$ cat src/rtl/wdw_pkg.sv
package wdw_pkg;
  localparam int CNT_W  = 12;
  localparam int MODE_W = 30;

  typedef struct packed {
    logic             halt_idle;  // 29
    logic             halt_dbg;   // 28
    logic [CNT_W-1:0] window;     // 27:16
    logic             dis;        // 15
    logic             proc_only;  // 14
    logic             rst_en;     // 13
    logic             irq_en;     // 12
    logic [CNT_W-1:0] reload;     // 11:0
  } mode_t;

  localparam mode_t MODE_RST = mode_t'(30'h3FFF2FFF);

  typedef enum logic [1:0] {
    SEL_CTRL = 2'd0,
    SEL_MODE = 2'd1,
    SEL_STAT = 2'd2,
    SEL_NONE = 2'd3
  } reg_sel_e;

  localparam int STAT_CNT_LSB = 16;
  localparam int KEY_LSB      = 24;
  localparam int KEY_W        = 8;
endpackage

$ cat src/rtl/wdw_regs.sv
module wdw_regs
  import wdw_pkg::*;
#(
  parameter int              ADDR_W = 4,
  parameter int              DATA_W = 32,
  parameter logic [KEY_W-1:0] KEY   = 8'hA5
) (
  input  logic              clk,
  input  logic              rst_n,
  input  logic              bus_sel,
  input  logic              bus_wr,
  input  logic [ADDR_W-1:0] bus_addr,
  input  logic [DATA_W-1:0] bus_wdata,
  input  logic [CNT_W-1:0]  cnt,
  input  logic              uf_evt,
  input  logic              win_evt,
  output mode_t             mode,
  output logic              mode_load,
  output logic              restart_req,
  output logic [1:0]        flags,
  output logic [DATA_W-1:0] bus_rdata
);
  logic              wr_hit, rd_hit, stat_rd;
  reg_sel_e          sel;
  logic              locked_q, locked_d;
  mode_t             mode_q, mode_d;
  logic [1:0]        flags_q, flags_d;
  logic [DATA_W-1:0] rdata_q, rdata_d;
  logic [DATA_W-1:0] stat_word, mode_word;

  assign sel     = reg_sel_e'(bus_addr[3:2]);
  assign wr_hit  = bus_sel & bus_wr;
  assign rd_hit  = bus_sel & ~bus_wr;
  assign stat_rd = rd_hit & (sel == SEL_STAT);

  assign mode_load   = wr_hit & (sel == SEL_MODE) & ~locked_q;
  assign restart_req = wr_hit & (sel == SEL_CTRL) &
                       (bus_wdata[KEY_LSB +: KEY_W] == KEY) & bus_wdata[0];

  always_comb begin
    stat_word = '0;
    stat_word[1:0] = flags_q;
    stat_word[STAT_CNT_LSB +: CNT_W] = cnt;
    mode_word = '0;
    mode_word[MODE_W-1:0] = mode_q;
  end

  always_comb begin
    locked_d = locked_q | mode_load;
    mode_d   = mode_load ? mode_t'(bus_wdata[MODE_W-1:0]) : mode_q;
    // a new event wins over the clear of the same cycle
    flags_d[0] = (flags_q[0] & ~stat_rd) | uf_evt;
    flags_d[1] = (flags_q[1] & ~stat_rd) | win_evt;
    rdata_d = rdata_q;
    if (rd_hit) begin
      case (sel)
        SEL_MODE: rdata_d = mode_word;
        SEL_STAT: rdata_d = stat_word;
        default:  rdata_d = '0;
      endcase
    end
  end

  always_ff @(posedge clk or negedge rst_n) begin
    if (!rst_n) begin
      locked_q <= 1'b0;
      mode_q   <= MODE_RST;
      flags_q  <= 2'b00;
      rdata_q  <= '0;
    end else begin
      locked_q <= locked_d;
      mode_q   <= mode_d;
      flags_q  <= flags_d;
      rdata_q  <= rdata_d;
    end
  end

  assign mode      = mode_q;
  assign flags     = flags_q;
  assign bus_rdata = rdata_q;

  // once locked the mode register never changes
  p_mode_locked_r3: assert property (@(posedge clk) disable iff (!rst_n)
    locked_q |=> $stable(mode_q));

  // a flag is only dropped by a status read
  p_flag_sticky_r8: assert property (@(posedge clk) disable iff (!rst_n)
    (flags_q != 2'b00 && !stat_rd) |=> ((flags_q & $past(flags_q)) == $past(flags_q)));
endmodule

$ cat src/rtl/wdw_counter.sv
module wdw_counter
  import wdw_pkg::*;
(
  input  logic             clk,
  input  logic             rst_n,
  input  logic             tick_en,
  input  logic             halt_idle,
  input  logic             halt_dbg,
  input  mode_t            mode,
  input  logic             mode_load,
  input  logic [CNT_W-1:0] load_val,
  input  logic             restart_req,
  output logic [CNT_W-1:0] cnt,
  output logic             uf_evt,
  output logic             win_evt
);
  logic             active, halted, step, in_window, ok_restart, at_zero;
  logic [CNT_W-1:0] cnt_q, cnt_d;

  assign active     = ~mode.dis;
  assign halted     = (halt_idle & mode.halt_idle) | (halt_dbg & mode.halt_dbg);
  assign step       = tick_en & active & ~halted;
  assign in_window  = (cnt_q <= mode.window);
  assign at_zero    = (cnt_q == '0);
  assign ok_restart = restart_req & active & in_window;
  assign win_evt    = restart_req & active & ~in_window;
  assign uf_evt     = step & at_zero & ~ok_restart & ~mode_load;

  always_comb begin
    cnt_d = cnt_q;
    if (mode_load)       cnt_d = load_val;
    else if (ok_restart) cnt_d = mode.reload;
    else if (step)       cnt_d = at_zero ? mode.reload : cnt_q - 1'b1;
  end

  always_ff @(posedge clk or negedge rst_n) begin
    if (!rst_n) cnt_q <= MODE_RST.reload;
    else        cnt_q <= cnt_d;
  end

  assign cnt = cnt_q;

  // a plain tick lowers the count by exactly one
  p_tick_dec_r2: assert property (@(posedge clk) disable iff (!rst_n)
    (step && !at_zero && !restart_req && !mode_load) |=> (cnt_q == $past(cnt_q) - 1'b1));

  // the count never exceeds the stored reload value
  p_cnt_bounded_r3: assert property (@(posedge clk) disable iff (!rst_n)
    cnt_q <= mode.reload);

  // an early restart without a tick leaves the count alone
  p_early_no_reload_r5: assert property (@(posedge clk) disable iff (!rst_n)
    (win_evt && !tick_en) |=> $stable(cnt_q));

  // a disabled watchdog is frozen
  p_frozen_r12: assert property (@(posedge clk) disable iff (!rst_n)
    (mode.dis && !mode_load) |=> $stable(cnt_q));

  // halted counting keeps the count unless a restart or load intervenes
  p_halt_hold_r11: assert property (@(posedge clk) disable iff (!rst_n)
    (halted && !restart_req && !mode_load) |=> $stable(cnt_q));
endmodule

$ cat src/rtl/wdw_fault.sv
module wdw_fault
  import wdw_pkg::*;
(
  input  logic       clk,
  input  logic       rst_n,
  input  logic       uf_evt,
  input  logic       win_evt,
  input  mode_t      mode,
  input  logic [1:0] flags,
  output logic       irq,
  output logic       rst_sys,
  output logic       rst_cpu
);
  logic fault;
  logic sys_q, sys_d, cpu_q, cpu_d;

  assign fault = uf_evt | win_evt;

  always_comb begin
    sys_d = fault & mode.rst_en & ~mode.proc_only;
    cpu_d = fault & mode.rst_en &  mode.proc_only;
  end

  always_ff @(posedge clk or negedge rst_n) begin
    if (!rst_n) begin
      sys_q <= 1'b0;
      cpu_q <= 1'b0;
    end else begin
      sys_q <= sys_d;
      cpu_q <= cpu_d;
    end
  end

  assign rst_sys = sys_q;
  assign rst_cpu = cpu_q;
  assign irq     = mode.irq_en & (|flags);

  // at most one reset target pulses at a time
  p_rst_onehot_r9: assert property (@(posedge clk) disable iff (!rst_n)
    $onehot0({rst_sys, rst_cpu}));

  // an enabled fault is followed by a pulse on one target
  p_rst_follows_r9: assert property (@(posedge clk) disable iff (!rst_n)
    (fault && mode.rst_en) |=> (rst_sys || rst_cpu));

  // a raised flag with interrupts enabled shows on the interrupt line
  p_irq_level_r10: assert property (@(posedge clk) disable iff (!rst_n)
    (fault && mode.irq_en) |=> irq);
endmodule

$ cat src/rtl/win_watchdog.sv
module win_watchdog
  import wdw_pkg::*;
#(
  parameter int               ADDR_W      = 4,
  parameter int               DATA_W      = 32,
  parameter logic [KEY_W-1:0] KEY         = 8'hA5,
  parameter int               SYNC_STAGES = 2
) (
  input  logic              clk,
  input  logic              rst_n,
  input  logic              tick_en,
  input  logic              halt_idle,
  input  logic              halt_dbg,
  input  logic              bus_sel,
  input  logic              bus_wr,
  input  logic [ADDR_W-1:0] bus_addr,
  input  logic [DATA_W-1:0] bus_wdata,
  output logic [DATA_W-1:0] bus_rdata,
  output logic              wd_irq,
  output logic              wd_rst_sys,
  output logic              wd_rst_cpu
);
  logic [SYNC_STAGES-1:0] sync_q, sync_d;
  logic                   rst_int_n;
  mode_t                  mode;
  logic                   mode_load, restart_req, uf_evt, win_evt;
  logic [1:0]             flags;
  logic [CNT_W-1:0]       cnt;

  // asynchronous assert, synchronous release
  always_comb sync_d = {sync_q[SYNC_STAGES-2:0], 1'b1};

  always_ff @(posedge clk or negedge rst_n) begin
    if (!rst_n) sync_q <= '0;
    else        sync_q <= sync_d;
  end

  assign rst_int_n = sync_q[SYNC_STAGES-1];

  wdw_regs #(.ADDR_W(ADDR_W), .DATA_W(DATA_W), .KEY(KEY)) u_regs (
    .clk        (clk),
    .rst_n      (rst_int_n),
    .bus_sel    (bus_sel),
    .bus_wr     (bus_wr),
    .bus_addr   (bus_addr),
    .bus_wdata  (bus_wdata),
    .cnt        (cnt),
    .uf_evt     (uf_evt),
    .win_evt    (win_evt),
    .mode       (mode),
    .mode_load  (mode_load),
    .restart_req(restart_req),
    .flags      (flags),
    .bus_rdata  (bus_rdata)
  );

  wdw_counter u_cnt (
    .clk        (clk),
    .rst_n      (rst_int_n),
    .tick_en    (tick_en),
    .halt_idle  (halt_idle),
    .halt_dbg   (halt_dbg),
    .mode       (mode),
    .mode_load  (mode_load),
    .load_val   (bus_wdata[CNT_W-1:0]),
    .restart_req(restart_req),
    .cnt        (cnt),
    .uf_evt     (uf_evt),
    .win_evt    (win_evt)
  );

  wdw_fault u_fault (
    .clk    (clk),
    .rst_n  (rst_int_n),
    .uf_evt (uf_evt),
    .win_evt(win_evt),
    .mode   (mode),
    .flags  (flags),
    .irq    (wd_irq),
    .rst_sys(wd_rst_sys),
    .rst_cpu(wd_rst_cpu)
  );
endmodule

$ cat config.mk
export PLATFORM = sky130hd
export DESIGN_NAME = win_watchdog
export DESIGN_NICKNAME = d
export VERILOG_FILES = /design/src/rtl/wdw_pkg.sv /design/src/rtl/wdw_regs.sv /design/src/rtl/wdw_counter.sv /design/src/rtl/wdw_fault.sv /design/src/rtl/win_watchdog.sv
export SDC_FILE = /design/constraint.sdc
export NUM_CORES = 1
export LEC_CHECK = 0
export ABC_AREA = 1
export CAP_MARGIN = 5
export CORE_AREA = 2 2 119 121
export DETAILED_ROUTE_END_ITERATION = 7
export DIE_AREA = 0 0 121 123
export PLACE_DENSITY = 0.55
export RECOVER_POWER = 50
export SYNTH_ARGS = -nofsm -noshare
export SYNTH_HDL_FRONTEND = slang
export SYNTH_HIERARCHICAL = 1
export SYNTH_SLANG_ARGS = --single-unit
$ cat constraint.sdc
create_clock -name clk -period 2.35 [get_ports clk]
set_input_delay 0.3525 -clock clk [delete_from_list [all_inputs] [get_ports clk]]
set_output_delay 0.3525 -clock clk [all_outputs]
set_load 0.05 [all_outputs]
==> summary.md <==
| Metric | Value |
|---|---|
| DR WL met3 | 729 um |
| Clock sink total | a little under 80 |
| CP Max Fanout | 24 |
| Number of global-route vias before repair | ~4300 |
| Yosys warning count | 6 |
| Root Buffer | clkbuf_16 |
| Worst Slack Setup Final | around 0.22 ns |
| Synth top area cells | nand2_1 22%, dfstp_2 22%, dfrtp_1 22% |
| R2R cell count | 14 |
| Drc violations | 0 |
| ANT cells | 0 |
| HP Class | input port to async pin |
| Leak | between 0.002 and 0.003 uW |
| Vias/cell | around 4.8 |
| Routability cong. | 0.898 |
| Worst flop-to-flop path startpoint | u_regs/mode[27] |
| Final setup fails | 0 |
| Cts hold-fix bufs | 0 |
| Synth-to-Final Area Change | 28.3% |
| Status | finished, violations left |
| Share of layout cells above drive strength 1 | 0.148 |
| RSZ-0062 raised after global routing | false |
| Fmax | about 470 MHz |
| Wire per inst | about 14 um |
| Layout Skew | 0.00617 ns |
| Post-Route M1 WL | ~6100 um |
| Final net count | between 700 and 800 |
| Arrival time of the worst setup path | approximately 2.4 ns |
| Setup TNS | 0 ns |
| Critical Path Start Type | register |
| CP Capture Type | register |
| Cells after Synth | about 640 |
| Count of cell types in the netlist | 32 |
| Vias post-DR | between 4000 and 5000 |
| Max_slew headroom | -0.135 |
| Max-Cap Viols | 1 |
| Asr flop ratio synth | 1.00 |
| Initial DRC count | 260 |
| Cell Pwr Density | 497 mW/mm^2 |
| IO buf count | 73 |
| CTS Buffer Depth | 2 |
| Pre-antenna DRT Iters | 5 |
| Critical Setup Path Class | register to register |
| Period minus WS final | between 2 and 2.5 ns |
| Slew @ Worst Pin | around 1.7 ns |
| Synth Flop Type | dfrtp_1 |
| Core Region | approximately 0.014 mm^2 |
| Clock slew at reported path FFs | 0.06 ns |
| Area leader, netlist | nand2_1 |
| Initial antenna violation count | 0 |
| Sequential share of the synthesized area | 0.437 |
| Antenna-violating nets left | 0 |
| Worst slack at placement | 0.0770 ns |
| R2r setup slk | between 0.2 and 0.25 ns |
| Met2 wire length | between 5000 and 6000 um |
| Tcrit/Tclk final | 0.904 |
| Flops & latches, synth | 79 |
| Highest Signal Layer | met4 |
| Grt ovf | 0 |
| Hpwl dp | 9400 um |
| R2R Path End | u_cnt/cnt[2] |
| Final core occ | 0.438 |
| Global-route wire length before repair | approximately 22000 um |
| Synth top area share | 0.223 |
| Clock buffer count from CTS | 9 |
| DIE HEIGHT | around 120 um |
| GRT Util Overall | 0.186 |
| Cell row count | between 40 and 50 |
| H-tree depth | 3 |
| Worst skew pair latency | around 0.34 ns |
| EDFF count, synth | 0 |
| Largest net degree at the start of global routing | approximately 80 |
| CTS tree | built |
| VDD IR max | ~0.00035 V |
| Area of the mapped netlist | 0.00464 mm^2 |
| Die Footprint | ~0.015 mm^2 |
| Num ports | 78 |
| Failing checks | capacitance limit, slew limit |
| Initial Util | 0.341 |
| Syn_area_per_cell | between 7 and 8 um^2 |
| Die Width | ~120 um |
| Critical Path RT | between 2 and 3 ns |
| WL final | roughly 13000 um |
| Final slew viol count | 78 |
| Hold Vio Cnt, Final | 0 |
[per-layer routing]
metal,GRT usage,up-vias
li1,-,2157
met4,0.0821,0
met5,0,-
met1,0.253,1991
met3,0.0295,17
met2,0.292,146
[cell type report]
type	instances	area (um^2)
multi-input cells	476	2260
repair buffers	102	968
flip-flops and latches	79	2030
clock inverters	6	61.3
fillers	1399	7660
inverters	48	180
well taps	180	225
clock buffers	10	229
[critical path, stage by stage (launching register included)]
cell and delay (ns):
dfstp_2 0.54, inv_1 0.05, ha_1 0.29, nand2_1 0.08, inv_2 0.06, nand2_2 0.06, nor2_4 0.12, nand4_2 0.15
nand2_8 0.14, nand2_8 0.06, buf_12 0.16, nand2_1 0.06, nand3_1 0.07, nand2_1 0.13, nand2_1 0.06
[repair_timing]
| action | CTS | global route |
|---|---|---|
| setup endpoints to repair | 0 | 6 |
| setup buffers | 0 | 3 |
| resized for setup | 0 | 4 |
[per-stage QoR]
stage	cells	area, um^2	hold slack [ns]	total power [uW]
2_1_floorplan	636	4640	0.0569	1500
3_3_place_gp	882	5630	0.316	1610
3_5_place_dp	882	5630	0.319	1610
4_1_cts	898	5920	0.164	3010
5_1_grt	901	5960	0.238	3080
6_report	901	5960	0.244	2960
[registers in the layout, indices dropped and copies added, names as in the netlist]
| name | count |
|---|---|
| sync_q | 2 |
| u_cnt/cnt | 12 |
| u_fault/rst_cpu | 1 |
| u_fault/rst_sys | 1 |
| u_regs/bus_rdata | 30 |
| u_regs/flags | 2 |
| u_regs/locked_q | 1 |
| u_regs/mode | 30 |
[report_power, final]
part / internal [uW] / switching [uW]
combinational: 90.3 / 126
sequential: 1370 / 1.47
clock: 818 / 556
[Yosys cell counts (2+ instances only)]
cell type,count
nand2_2,2
clkbuf_1,10
nand4_1,5
nand2_1,276
nand2_4,2
buf_2,11
buf_6,4
dfrtp_1,40
conb_1,2
xor2_1,4
dfstp_2,39
buf_4,8
nand3_1,78
nor2_2,2
nor2_1,35
ha_1,18
inv_2,5
nor3_2,3
xnor2_1,2
a21oi_1,15
nor2_4,2
inv_1,43
o21ai_0,20
[cell usage in the layout, fill, tap and decap left out, types with 9 or more instances in the layout]
master and n:
ha_1 18, nand3_1 78, dfrtp_1 39, inv_1 43
a21oi_1 15, nor2_1 33, buf_4 25, nand2_1 276
o21ai_0 20, clkbuf_16 9, clkdlybuf4s50_1 72, dfstp_2 39
[cell families after synthesis]
kind of cell	after synthesis	synth area share
compound gates	38	0.0437
xor+xnor	6	0.0113
fa+ha+maj	18	0.0485
buf+inv	81	0.0814
flops	79	0.437
other cells	2	0.00162
simple gates	411	0.377
[worst max path at each step]
stage	from	endpoint	slack (ns)	depth (start not counted)
after global placement	bus_addr[3]	u_cnt/cnt[2]	0.06	14
after CTS	u_regs/mode[22]	u_fault/rst_cpu	0.08	13
after floorplan	sync_q[1]	u_fault/rst_cpu	0.06	0
after detailed placement	bus_addr[3]	u_cnt/cnt[2]	0.08	14
after global routing	u_regs/mode[27]	u_cnt/cnt[2]	0.05	15
final	u_regs/mode[27]	u_cnt/cnt[2]	0.22	14
Power figures use the tool's default switching activity.
